**src/rtl/card_rx_fifo_pkg.sv**
```systemverilog
package card_rx_fifo_pkg;
  localparam int FLG_FULL  = 0;
  localparam int FLG_EMPTY = 1;
  localparam int FLG_THR   = 2;
  localparam int FLG_AVAIL = 3;
  localparam int FLG_OVR   = 4;
  localparam int NUM_FLAGS = 5;
endpackage

```
**src/rtl/rx_store.sv**
```systemverilog
module rx_store #(
  parameter int DATA_W = 32,
  parameter int DEPTH  = 32,
  localparam int AW    = $clog2(DEPTH),
  localparam int CNT_W = $clog2(DEPTH + 1)
) (
  input  logic              clk_i,
  input  logic              rst_ni,
  input  logic              wr_i,
  input  logic [DATA_W-1:0] wdata_i,
  input  logic              rd_i,
  output logic [DATA_W-1:0] rdata_o,
  output logic [CNT_W-1:0]  count_o
);
  localparam logic [CNT_W-1:0] FULL_CNT = CNT_W'(DEPTH);
  localparam logic [AW-1:0]    LAST_IDX = AW'(DEPTH - 1);

  logic [DATA_W-1:0] mem_q [DEPTH];
  logic [AW-1:0]     wptr_q, rptr_q;
  logic [CNT_W-1:0]  cnt_q;
  logic              push, pop, is_full, is_empty;

  assign is_full  = (cnt_q == FULL_CNT);
  assign is_empty = (cnt_q == '0);
  assign push     = wr_i && !is_full;   // full-time writes are dropped
  assign pop      = rd_i && !is_empty;
  assign rdata_o  = is_empty ? '0 : mem_q[rptr_q];
  assign count_o  = cnt_q;

  always_ff @(posedge clk_i) begin
    if (push) mem_q[wptr_q] <= wdata_i;
  end

  always_ff @(posedge clk_i or negedge rst_ni) begin
    if (!rst_ni) begin
      wptr_q <= '0;
      rptr_q <= '0;
      cnt_q  <= '0;
    end else begin
      if (push) wptr_q <= (wptr_q == LAST_IDX) ? '0 : wptr_q + 1'b1;
      if (pop)  rptr_q <= (rptr_q == LAST_IDX) ? '0 : rptr_q + 1'b1;
      case ({push, pop})
        2'b10:   cnt_q <= cnt_q + 1'b1;
        2'b01:   cnt_q <= cnt_q - 1'b1;
        default: cnt_q <= cnt_q;
      endcase
    end
  end


  count_bound_chk: assert property (@(posedge clk_i) disable iff (!rst_ni)
    cnt_q <= FULL_CNT);

  ovr_drop_chk: assert property (@(posedge clk_i) disable iff (!rst_ni)
    (wr_i && is_full && !rd_i) |=> (cnt_q == FULL_CNT) && $stable(wptr_q));

  empty_read_chk: assert property (@(posedge clk_i) disable iff (!rst_ni)
    (rd_i && is_empty && !wr_i) |=> (cnt_q == '0) && $stable(rptr_q));

  rw_hold_chk: assert property (@(posedge clk_i) disable iff (!rst_ni)
    (wr_i && rd_i && !is_empty && !is_full) |=> $stable(cnt_q));
endmodule

```
**src/rtl/rx_status.sv**
```systemverilog
module rx_status
  import card_rx_fifo_pkg::*;
#(
  parameter int DEPTH  = 32,
  parameter int THRESH = 8,
  localparam int CNT_W = $clog2(DEPTH + 1)
) (
  input  logic                 clk_i,
  input  logic                 rst_ni,
  input  logic [CNT_W-1:0]     count_i,
  input  logic                 wr_i,
  input  logic                 clr_i,
  output logic [NUM_FLAGS-1:0] flags_o
);
  localparam logic [CNT_W-1:0] FULL_CNT = CNT_W'(DEPTH);
  localparam logic [CNT_W-1:0] THR_CNT  = CNT_W'(THRESH);

  logic ovr_q, new_ovr, full;

  assign full    = (count_i == FULL_CNT);
  assign new_ovr = wr_i && full;

  // new overrun beats a simultaneous clear
  always_ff @(posedge clk_i or negedge rst_ni) begin
    if (!rst_ni)      ovr_q <= 1'b0;
    else if (new_ovr) ovr_q <= 1'b1;
    else if (clr_i)   ovr_q <= 1'b0;
  end

  always_comb begin
    flags_o            = '0;
    flags_o[FLG_FULL]  = full;
    flags_o[FLG_EMPTY] = (count_i == '0);
    flags_o[FLG_THR]   = (count_i >= THR_CNT);
    flags_o[FLG_AVAIL] = (count_i != '0);
    flags_o[FLG_OVR]   = ovr_q;
  end


  ovr_sticky_chk: assert property (@(posedge clk_i) disable iff (!rst_ni)
    (ovr_q && !clr_i) |=> ovr_q);

  ovr_clear_chk: assert property (@(posedge clk_i) disable iff (!rst_ni)
    (clr_i && !wr_i) |=> !ovr_q);
endmodule

```
**src/rtl/rx_irq_mask.sv**
```systemverilog
module rx_irq_mask
  import card_rx_fifo_pkg::*;
#(
  parameter int REG_W = 32
) (
  input  logic                 clk_i,
  input  logic                 rst_ni,
  input  logic                 we_i,
  input  logic [REG_W-1:0]     wdata_i,
  input  logic [NUM_FLAGS-1:0] flags_i,
  output logic [REG_W-1:0]     mask_o,
  output logic                 irq_o
);
  logic [REG_W-1:0] mask_q;

  always_ff @(posedge clk_i or negedge rst_ni) begin
    if (!rst_ni)   mask_q <= '0;
    else if (we_i) mask_q <= wdata_i;
  end

  assign mask_o = mask_q;
  assign irq_o  = |(flags_i & mask_q[NUM_FLAGS-1:0]);


  mask_hold_chk: assert property (@(posedge clk_i) disable iff (!rst_ni)
    !we_i |=> $stable(mask_o));
endmodule

```
**src/rtl/card_rx_fifo.sv**
```systemverilog
module card_rx_fifo
  import card_rx_fifo_pkg::*;
#(
  parameter int DATA_W = 32,
  parameter int DEPTH  = 32,
  parameter int THRESH = 8,
  parameter int REG_W  = 32
) (
  input  logic                 clk_i,
  input  logic                 rst_ni,
  input  logic                 wr_valid_i,
  input  logic [DATA_W-1:0]    wr_data_i,
  input  logic                 rd_en_i,
  output logic [DATA_W-1:0]    rd_data_o,
  input  logic                 mask_we_i,
  input  logic [REG_W-1:0]     mask_wdata_i,
  output logic [REG_W-1:0]     mask_o,
  input  logic                 clr_we_i,
  input  logic [REG_W-1:0]     clr_wdata_i,
  output logic [NUM_FLAGS-1:0] flags_o,
  output logic                 irq_o,
  output logic                 dma_req_o
);
  localparam int CNT_W = $clog2(DEPTH + 1);

  logic [CNT_W-1:0] count;
  logic             clr_ovr;

  assign clr_ovr = clr_we_i && clr_wdata_i[FLG_OVR];

  rx_store #(.DATA_W(DATA_W), .DEPTH(DEPTH)) u_store (
    .clk_i, .rst_ni,
    .wr_i(wr_valid_i), .wdata_i(wr_data_i),
    .rd_i(rd_en_i), .rdata_o(rd_data_o),
    .count_o(count)
  );

  rx_status #(.DEPTH(DEPTH), .THRESH(THRESH)) u_status (
    .clk_i, .rst_ni,
    .count_i(count), .wr_i(wr_valid_i), .clr_i(clr_ovr),
    .flags_o(flags_o)
  );

  rx_irq_mask #(.REG_W(REG_W)) u_mask (
    .clk_i, .rst_ni,
    .we_i(mask_we_i), .wdata_i(mask_wdata_i),
    .flags_i(flags_o), .mask_o(mask_o), .irq_o(irq_o)
  );

  assign dma_req_o = flags_o[FLG_THR];


  avail_inv_chk: assert property (@(posedge clk_i) disable iff (!rst_ni)
    flags_o[FLG_AVAIL] == !flags_o[FLG_EMPTY]);

  empty_zero_chk: assert property (@(posedge clk_i) disable iff (!rst_ni)
    flags_o[FLG_EMPTY] |-> (rd_data_o == '0));
endmodule

```
**config.mk**
```make
export PLATFORM = sky130hd
export DESIGN_NAME = card_rx_fifo
export DESIGN_NICKNAME = d
export VERILOG_FILES = /design/src/rtl/card_rx_fifo_pkg.sv /design/src/rtl/rx_store.sv /design/src/rtl/rx_status.sv /design/src/rtl/rx_irq_mask.sv /design/src/rtl/card_rx_fifo.sv
export SDC_FILE = /design/constraint.sdc
export NUM_CORES = 1
export LEC_CHECK = 0
export BUFFER_PORTS_ARGS = -buffer_cell sky130_fd_sc_hd__buf_2
export CAP_MARGIN = 20
export CORE_MARGIN = 5
export CORE_UTILIZATION = 58
export DETAILED_ROUTE_END_ITERATION = 7
export PLACE_DENSITY = 0.73
export SETUP_SLACK_MARGIN = 0.5
export SLEW_MARGIN = 10
export SYNTH_ARGS = -nofsm -noshare
export SYNTH_HDL_FRONTEND = slang
export SYNTH_SLANG_ARGS = --single-unit
```
**constraint.sdc**
```tcl
create_clock -name clk_i -period 6.7 [get_ports clk_i]
set_input_delay 1.34 -clock clk_i [delete_from_list [all_inputs] [get_ports clk_i]]
set_output_delay 1.34 -clock clk_i [all_outputs]
set_load 0.02 [all_outputs]
```
==> results.txt <==
----------------------------------------------------
[Worst hold path]
  Hold path endpoint ... u_store.count_o[5]
  Cell depth of the worst hold path ... 1
  Type of the tightest min-delay check ... flop to flop
  Min-Delay Startpoint ... u_store.count_o[5]

[Timing]
  Highest clock frequency the design can meet ... 0.190 GHz
  Setup tns final ... 0 ps
  Slew headroom ... 24.0%
  Setup repair after global routing missed its margin ... false
  Final Hold Vio Count ... 0
  Clock period minus final worst setup slack ... 5270 ps
  Number of setup violations in the final report ... 0
  Crit share post-route ... 78.7%
  Layout Skew ... 23.0 ps
  WHS ... 480 ps
  Max Slew Vio Count ... 0
  Worst-margin pin slew ... 1140 ps

[Clocking]
  Number of buffers created by CTS ... 104
  Root buffer selected by CTS ... sky130_fd_sc_hd__clkbuf_16
  CTS Sinks ... 1073
  Clock tree buffer depth ... 3
  Number of gates resized after cts ... 0
  Source-to-sink clock delay at the later pin of the worst-skew pair ... 650 ps
  Deepest level of the CTS H-tree ... 3
  CTS clock-pin slew for the worst setup and hold paths ... 60 ps
  Post-CTS setup buffer count ... 0
  Number of buffers added to fix hold violations after cts ... 0
  TritonCTS clock tree ... built

[Worst setup path]
  Top Family by Delay on Critical Path ... simple AND/OR/NAND/NOR gates
  Beginning of the critical path ... u_store.rptr_q[1]
  Critical-path top delay cell ... sky130_fd_sc_hd__nand3b_1
  Worst R2R Start ... u_store.count_o[2]
  Reg2Reg Capture Point ... u_store.mem_q[18][20]
  Combined buffer and inverter count along the critical path ... 2
  Arrival time of the worst setup path ... 3930 ps
  Type of destination of the critical path ... primary output
  Chain of cells forming the critical path ... nand3b_1 > buf_4 > o221ai_1 > a21oi_1 > a211oi_1 > buf_2
  Number of cells on the worst reg-to-reg path ... 5
  Sort of element at the start of the critical path ... flop
  Top fanout value on the critical path ... 31
  Category of the most critical setup path ... flop to primary output
  Worst path required time ... 5360 ps
  Internal reg-to-reg setup slack ... 3130 ps
  CP peak stage delay ... 960 ps

[Synthesis]
  Post-synth net total ... 2021
  Post-synth top area cell ... sky130_fd_sc_hd__edfxtp_1
  Yosys Warn Count ... 0
  Top flip-flop cell by instance count after synthesis ... sky130_fd_sc_hd__edfxtp_1
  Gate count of the mapped netlist ... 1909
  Post-Syn Area per Cell ... 21.8 µm²
  EDFF count, synth ... 1024
  Netlist area before placement ... 0.0416 mm²
  Flops & latches, synth ... 1073
  Portion of synthesized cell area occupied by the leading cell type ... 73.8%
  Share of the yosys chip area belonging to registers ... 76.8%
  Cells taking the most area after synthesis ... sky130_fd_sc_hd__edfxtp_1 74%, sky130_fd_sc_hd__mux4_2 9.0%, sky130_fd_sc_hd__mux2i_1 3.1%
  Number of distinct library cells after synthesis ... 56
  FFs w/ async S/R, synth ... 4.57%

[Power]
  Overall power consumption ... 18.5 mW
  Static power due to leakage ... 15.1 nW
  Cell Pwr Density ... 396 mW/mm²
  Max IR drop VDD ... 0.314 mV

[GRT]
  Sum of overflow across all layers after global routing ... 0
  Vias in the first global route ... 20824
  Combined global-route utilization of all metal layers ... 24.3%
  Largest net degree at the start of global routing ... 137
  First-pass GRT wire length ... 138000 µm
  Initial antenna violation count ... 2

[Finish]
  Fin cells ... 3123
  Post-layout instance area ... 0.0467 mm²
  Share of layout cells above drive strength 1 ... 28.6%
  Syn-to-layout area delta ... 12.2%
  Final net count ... 2205

[Drt]
  DRC ... 0
  Number of detailed-routing iterations run before antenna repair ... 5
  Routed via count divided by cell count ... 6.52
  WL final ... 94400 µm
  ANT nets after route ... 0
  Routed vias ... 20360
  Routed len/inst ... 30.2 µm
  Initial drt markers ... 2525

[Floorplan]
  Top-Level Pins ... 173
  Total core area ... 0.0714 mm²
  Die ar. ... 0.0773 mm²
  Starting density of the core ... 58.4%
  Die height ... 278 µm
  Number of cell rows ... 98
  Die width ... 278 µm

[Job]
  Max-capacitance violation count ... 0

[Placement]
  Total of buffers placed on input and output ports ... 141
  Area after detailed placement ... 0.0435 mm²
  Placed insts ... 2936
  Detail Placement HPWL ... 51600 µm
  Routability Congestion ... 0.792

[Outcome]
  Outcome ... completed

----------------------------------------------------
==> metal layers <==
layer	track usage [%]	wire length (µm)	vias to the layer above
li1	-	-	8480
met1	33.9	36100	10671
met2	40.5	47500	1032
met3	4.15	7980	177
met4	7.32	2870	0
met5	0	0	-
==> worst reg2reg max path, delay by kind of cell, from the launching register on <==
kind / cells / cell delay (ps)
AND/OR/NAND/NOR: 3 / 1870
buffers and inverters: 1 / 430
flip-flops: 1 / 500
AO/OA/AOI/OAI: 1 / 420
==> cells in the final DEF, fill, tap and decap left out, types with 32 or more instances in the layout <==
cell	n
sky130_fd_sc_hd__edfxtp_1	1024
sky130_fd_sc_hd__clkbuf_16	107
sky130_fd_sc_hd__mux2i_1	129
sky130_fd_sc_hd__nor2_4	33
sky130_fd_sc_hd__a22o_1	34
sky130_fd_sc_hd__buf_2	141
sky130_fd_sc_hd__buf_4	48
sky130_fd_sc_hd__mux2_2	37
sky130_fd_sc_hd__mux4_2	166
sky130_fd_sc_hd__a22oi_1	32
sky130_fd_sc_hd__dfrtp_1	45
sky130_fd_sc_hd__a21oi_1	36
sky130_fd_sc_hd__o22ai_1	33
==> area by class of cell <==
class | instances | area (µm²)
sequential | 1073 | 32000
fill | 4621 | 24600
multi-input combinational | 710 | 9080
clock buffer | 133 | 2780
timing repair buffer | 198 | 1250
tap | 950 | 1190
clock inverter | 52 | 402
inverter | 6 | 22.5
antenna | 1 | 2.50
==> how the worst max path moves through the flow <==
stage	end	cells past startpoint	slack, ps
2_1_floorplan	u_store.mem_q[29][0]	4	3120
6_report	rd_data_o[1]	6	1430
3_3_place_gp	rd_data_o[6]	6	2090
4_1_cts	rd_data_o[15]	6	1370
5_1_grt	rd_data_o[8]	6	1210
3_5_place_dp	rd_data_o[8]	6	2080
==> report_power, final <==
| part | internal (mW) | switching [mW] | total, mW |
|---|---|---|---|
| clock network | 3.14 | 2.37 | 5.50 |
| logic | 1.96 | 2.95 | 4.90 |
| registers | 7.76 | 0.325 | 8.08 |
| total | 12.9 | 5.64 | 18.5 |
==> synthesized netlist by cell type, types with 2 or more instances <==
library cell	instances
sky130_fd_sc_hd__or3b_2	3
sky130_fd_sc_hd__a21oi_1	36
sky130_fd_sc_hd__buf_8	2
sky130_fd_sc_hd__o221ai_1	31
sky130_fd_sc_hd__edfxtp_1	1024
sky130_fd_sc_hd__a211oi_2	16
sky130_fd_sc_hd__mux4_1	26
sky130_fd_sc_hd__and3_1	2
sky130_fd_sc_hd__nor3_1	4
sky130_fd_sc_hd__nand3b_1	6
sky130_fd_sc_hd__mux2_2	37
sky130_fd_sc_hd__mux2i_1	129
sky130_fd_sc_hd__a2111oi_1	10
sky130_fd_sc_hd__or3_1	4
sky130_fd_sc_hd__clkbuf_8	5
sky130_fd_sc_hd__buf_2	24
sky130_fd_sc_hd__o21ai_0	7
sky130_fd_sc_hd__a211oi_1	16
sky130_fd_sc_hd__buf_12	5
sky130_fd_sc_hd__a22o_1	34
sky130_fd_sc_hd__nand2_1	16
sky130_fd_sc_hd__inv_1	5
sky130_fd_sc_hd__a2111oi_2	22
sky130_fd_sc_hd__dfrtp_1	49
sky130_fd_sc_hd__xor2_1	7
sky130_fd_sc_hd__buf_1	4
sky130_fd_sc_hd__a22oi_1	32
sky130_fd_sc_hd__nor2b_1	3
sky130_fd_sc_hd__buf_4	14
sky130_fd_sc_hd__nand3_1	5
sky130_fd_sc_hd__clkbuf_1	45
sky130_fd_sc_hd__o22ai_1	33
sky130_fd_sc_hd__buf_6	20
sky130_fd_sc_hd__nor2_1	37
sky130_fd_sc_hd__mux4_2	166
sky130_fd_sc_hd__ha_1	10
==> state kept, by name (all words and copies together) (netlist names) <==
name and cells:
u_mask.mask_o 32, u_status.ovr_q 1, u_store.count_o 6, u_store.mem_q 1024, u_store.rptr_q 5, u_store.wptr_q 5
==> stage by stage <==
step	worst slack, ps	util, %
finish	1430	65.5
global route	1210	65.5
CTS	1370	65.4
detailed placement	2080	61.0
global placement	2090	60.9
floorplan	3120	-
==> cells by family (layout without fill, tap and decap cells) <==
| logic type | Yosys count | count (layout) | synth area share, % |
|---|---|---|---|
| AO/OA/AOI/OAI | 246 | 246 | 4.93 |
| XOR/XNOR | 8 | 8 | 0.168 |
| adder cells (fa/ha/maj) | 10 | 10 | 0.300 |
| buffers and inverters | 126 | 389 | 2.07 |
| flip-flops | 1073 | 1073 | 76.8 |
| multiplexers | 358 | 358 | 14.7 |
| other | 0 | 1 | 0 |
| AND/OR/NAND/NOR | 88 | 88 | 1.03 |
Note: power is estimated with default switching activity, not from simulation.
